[config.mk]
export PLATFORM = sky130hd
export DESIGN_NAME = spi_duplex_capture
export DESIGN_NICKNAME = d
export VERILOG_FILES = /design/src/rtl/spi_duplex_capture.sv
export SDC_FILE = /design/constraint.sdc
export NUM_CORES = 2
export LEC_CHECK = 0
export BUFFER_PORTS_ARGS = -buffer_cell sky130_fd_sc_hd__buf_2
export CORE_MARGIN = 10
export CORE_UTILIZATION = 40
export CTS_CLUSTER_DIAMETER = 120
export DETAILED_ROUTE_END_ITERATION = 16
export PLACE_DENSITY = 0.64
export SYNTH_ARGS = -nofsm -noshare
export SYNTH_HDL_FRONTEND = slang
export SYNTH_SLANG_ARGS = --single-unit
[constraint.sdc]
create_clock -name clk -period 6.1 [get_ports clk]
set_input_delay 0.61 -clock clk [delete_from_list [all_inputs] [get_ports clk]]
set_output_delay 0.61 -clock clk [all_outputs]
set_load 0.005 [all_outputs]
[src/rtl/spi_duplex_capture.sv]
module spi_duplex_capture #(
  parameter int DEPTH = 32,
  parameter int SYNC  = 2,
  localparam int IDX_W = $clog2(DEPTH)
) (
  input  logic             clk,
  input  logic             rst_n,
  input  logic [3:0]       host_cs_n,
  input  logic             sclk,
  input  logic             miso,
  output logic [3:0]       cs_n_out,
  input  logic             ctrl_we,
  input  logic [11:0]      ctrl_wdata,
  output logic [11:0]      ctrl_rdata,
  input  logic [IDX_W-1:0] rd_entry,
  output logic [63:0]      rd_data
);

  logic [11:0]      ctrl_q;
  logic [SYNC:0]    sclk_s;
  logic [SYNC:0]    cs_s;
  logic [SYNC-1:0]  miso_s;
  logic [IDX_W-1:0] wr_idx;
  logic [2:0]       lane;
  logic [2:0]       bitcnt;
  logic [7:0]       sh;
  logic [63:0]      acc;
  logic [63:0]      mem [DEPTH];
  logic [63:0]      mem_word;

  wire cap_en   = ctrl_q[11] & ctrl_q[4];
  wire start    = ctrl_we & ctrl_wdata[0];
  wire s_rise   = sclk_s[SYNC-1] & ~sclk_s[SYNC];
  wire s_fall   = ~sclk_s[SYNC-1] & sclk_s[SYNC];
  wire samp     = ctrl_q[2] ? s_fall : s_rise;
  wire act      = cs_s[SYNC-1];
  wire cs_end   = ~cs_s[SYNC-1] & cs_s[SYNC];
  wire [7:0] nbyte = {miso_s[SYNC-1], sh[7:1]};
  wire shift_en = ~start & cap_en & ~cs_end & act & samp;
  wire wr_now   = shift_en & (bitcnt == 3'd7);

  assign cs_n_out   = host_cs_n & ~ctrl_q[9:6];
  assign ctrl_rdata = ctrl_q;

  always_comb begin
    mem_word = acc;
    mem_word[lane*8 +: 8] = nbyte;
  end

  always_ff @(posedge clk or negedge rst_n) begin
    if (!rst_n) begin
      sclk_s <= '0;
      cs_s   <= '0;
      miso_s <= '0;
    end else begin
      sclk_s <= {sclk_s[SYNC-1:0], sclk};
      cs_s   <= {cs_s[SYNC-1:0], ~&host_cs_n};
      miso_s <= {miso_s[SYNC-2:0], miso};
    end
  end

  always_ff @(posedge clk or negedge rst_n) begin
    if (!rst_n) begin
      ctrl_q <= '0;
      wr_idx <= '0;
      lane   <= '0;
      bitcnt <= '0;
      sh     <= '0;
      acc    <= '0;
    end else begin
      if (ctrl_we) ctrl_q <= ctrl_wdata & 12'hFFE;
      if (start) begin
        wr_idx <= '0;
        lane   <= '0;
        bitcnt <= '0;
        acc    <= '0;
      end else if (cap_en) begin
        if (cs_end) begin
          bitcnt <= '0;
          if (lane != 3'd0) begin
            wr_idx <= wr_idx + 1'b1;
            lane   <= '0;
            acc    <= '0;
          end
        end else if (shift_en) begin
          bitcnt <= bitcnt + 1'b1;
          sh     <= nbyte;
          if (bitcnt == 3'd7) begin
            if (lane == 3'd7) begin
              wr_idx <= wr_idx + 1'b1;
              lane   <= '0;
              acc    <= '0;
            end else begin
              lane <= lane + 1'b1;
              acc  <= mem_word;
            end
          end
        end
      end
    end
  end

  always_ff @(posedge clk) begin
    if (wr_now) mem[wr_idx] <= mem_word;
    rd_data <= mem[rd_entry];
  end

endmodule


==> run metrics <==
outcome completed; routed vias 39,300; clk_skew 0.0664 ns; Final ANT Viol Nets 0; end of the worst register-to-register path mem[10][31]; wire length on met2 98.5 mm; sw power 6.38 mW; Routed WL per cell a little over 30 um; RSZ-0062 raised after global routing false; Die H 474 um; VDD IR max 0.227 mV; layout cells sized above 1 0.290; synthesized area 82,500 um^2; Post-DP Area 86,900 um^2; Finished Cell Area 94,200 um^2; Sum Neg Setup Slack 0 ns; min-delay worst type input port to flop; CTS Root Cell clkbuf_16; initial antenna violation count 7; combinational fraction of design power 0.028; vias in the first global route a little over 40,000; pin count of the biggest net entering global routing 102; slew margin rel. 0.135; crit path DAT 4.79 ns; Min-Delay Startpoint ctrl_we; Worst Tran Pin Value 1.30 ns; Reg2Reg Depth 7; GPL Wtd Cong approximately 0.75; Final Power 30.8 mW; Worst Slack Setup Final 1.79 ns; Num Clock Sinks 2,213; Die W 474 um; CTS tree built; flops & latches, synth 2,213; xor and xnor fraction of the mapped netlist area 0.000212; Clock power frac 0.433; Critical Setup Path Class flop to flop; met3 WL 17.5 mm; worst skew pair latency 0.86 ns; startpoint types flop; cells after synthesis 3,584; Cell Pwr Density 327 nW/um^2; worst hold path depth 2; Yosys cell types 51; Clk pin slew, worst setup/hold paths ~0.06 ns; post-synthesis mux area share 0.150; Syn Nets 3,621; Initial Util 0.403; Seq/Total Area, Yosys 0.791; Period Utilization, post-route 0.707; fin nets 3,841; async set-reset flop share out of synthesis 0.0456; Crit. End Element flop; drt pass-1 iters 5; top sig layer met5; dpl ws 1.71 ns; Final Hold Fails 0; number of remaining DRC errors 0; die area 225,000 um^2; Fmax around 0.23 GHz; Int Power 24.5 mW; Min Clock Period, post-route roughly 4.3 ns; HPWL after detailed placement ~110 mm; Final Util 0.460; DRT Wirelength 204 mm; Setup Fix Bufs, Post-CTS 0; CP Max Fanout 40; yosys warns 0; Max Slew Vio Count 0; core area 205,000 um^2; switching share of power 0.207; CTS Buf Count 213; max cap viols 0; complex-gate fraction of the synthesized area 0.0306; Post-synth EDFFs 2,048; DRT iter0 DRCs 4,499; IO Pins 106; GRT Util Overall 0.179; Synth Area in Simple Gates 0.0134; Hold Path Sink ctrl_rdata[1]; Worst Path Required 6.58 ns; Primary FF master, synth edfxtp_1; Reg power frac 0.539; worst r2r src ctrl_rdata[2]; DRT met1 WL ~80 mm; vias per cell 5.88; Longest Clk Path Bufs 3; fillers 16,600; main combinational cell family by area after synthesis multiplexers; Final setup viols 0; adder-cell share of the synthesized area 0.00167; GRT overflow 0; H-tree depth 4; IO buf count 104; Row Count 166; Leak 30.2 nW; P&R area growth vs syn 14.2%; reg-to-reg setup timing slack approximately 1.8 ns; syn avg cell area 23.0 um^2; first-pass GRT wire length between 200 and 300 mm
==> cells in the final DEF (no fill, tap or decap), types with 8 or more instances in the layout <==
cell type,Yosys,routed
nor3_1,11,10
mux4_2,512,512
nor4_1,40,39
buf_2,73,100
mux2i_1,8,8
o22ai_1,181,181
mux2_2,67,67
clkbuf_8,0,22
clkbuf_16,0,214
clkinv_2,0,41
nand4_1,17,17
nand3_1,12,11
clkinv_1,0,25
edfxtp_1,2048,2048
a22oi_1,56,56
dlygate4sd3_1,0,16
bufinv_16,0,20
nor2_1,42,9
buf_12,0,37
nor2_4,1,34
dfrtp_1,101,101
o21ai_2,0,14
nor2b_1,11,9
dfxtp_1,64,64
ha_1,11,11
buf_4,29,51
clkbuf_1,73,65
nand2_1,42,39
a32o_1,64,64
==> what timing repair did <==
action | 4_1_cts | 5_1_grt
hold buffers | 16 | 0
gates resized for setup | 0 | 0
hold endpoints to repair | 115 | 0
==> state kept, by name (all words and copies together) (netlist names) <==
signal,cells
rd_data,64
bitcnt,3
acc,64
lane,3
mem,2048
sclk_s,3
sh,7
ctrl_rdata,11
wr_idx,5
cs_s,3
miso_s,2
==> Yosys cell counts (42+ instances only) <==
master    count  area share
edfxtp_1   2048        0.75
mux4_2      512        0.14
o22ai_1     181       0.014
dfrtp_1     101       0.031
buf_2        73      0.0044
clkbuf_1     73      0.0033
mux2_2       67      0.0091
a32o_1       64      0.0078
dfxtp_1      64       0.016
a22oi_1      56      0.0051
nand2_1      42      0.0019
nor2_1       42      0.0019
==> worst max-delay path: stages (launching register included) <==
cell and delay [ns]:
dfrtp_1 0.41, or3b_1 0.41, a21o_1 0.30, nor2_4 0.19
buf_4 0.48, nand3_2 0.53, nor2_4 1.10, buf_12 0.45
==> cell type report <==
type | instances | area [um^2] | share of cell area
Sequential cell | 2213 | 65300 | 0.693
Multi-Input combinational cell | 1161 | 16500 | 0.175
Clock buffer | 301 | 5900 | 0.0626
Tap cell | 2688 | 3360 | 0.0357
Timing Repair Buffer | 208 | 1840 | 0.0195
Clock inverter | 106 | 1270 | 0.0135
Inverter | 7 | 26.3 | 0.000279
Antenna cell | 2 | 5.00 | 0.0000531
==> kinds of logic (layout without fill, tap and decap cells) <==
kind of cell               count (synthesis)  in the layout
DFF                                     2213           2213
muxes                                    587            587
AOI/OAI and AO/OA                        350            350
and+or+nand+nor                          210            210
buffers and inverters                    210            622
adders and majority gates                 11             11
xor gates and xnor gates                   2              2
other                                      1              3
==> stage by stage <==
step	hold slack [ns]	std cells
6_report	0.225	6686
5_1_grt	0.212	6685
4_1_cts	0.177	6684
3_5_place_dp	0.336	6261
3_3_place_gp	0.334	6261
2_1_floorplan	0.314	3584
==> how the worst max path moves through the flow <==
| stage | startpoint | endpoint | slack (ns) | depth (start not counted) |
|---|---|---|---|---|
| floorplan | ctrl_rdata[2] | mem[30][0] | 1.42 | 6 |
| global placement | ctrl_we | mem[10][60] | 1.80 | 7 |
| detailed placement | ctrl_we | mem[10][45] | 1.71 | 7 |
| CTS | ctrl_rdata[2] | mem[10][52] | 1.76 | 7 |
| global route | ctrl_rdata[2] | mem[10][31] | 1.62 | 7 |
| finish | ctrl_rdata[2] | mem[10][31] | 1.79 | 7 |
==> power by group through the flow <==
stage / clock, mW / sequential [mW] / combinational, mW
global placement: 0 / 16.9 / 0.860
floorplan: 0 / 16.9 / 0.556
finish: 13.4 / 16.6 / 0.868
global route: 14.2 / 16.6 / 0.935
CTS: 13.6 / 16.6 / 0.883
detailed placement: 0 / 16.9 / 0.873
==> routing by layer <==
| metal | track usage | up-vias |
|---|---|---|
| li1 | - | 15900 |
| met1 | 0.248 | 21300 |
| met2 | 0.287 | 1770 |
| met3 | 0.0395 | 333 |
| met4 | 0.0479 | 2 |
| met5 | 0 | - |
Power figures use the tool's default switching activity.
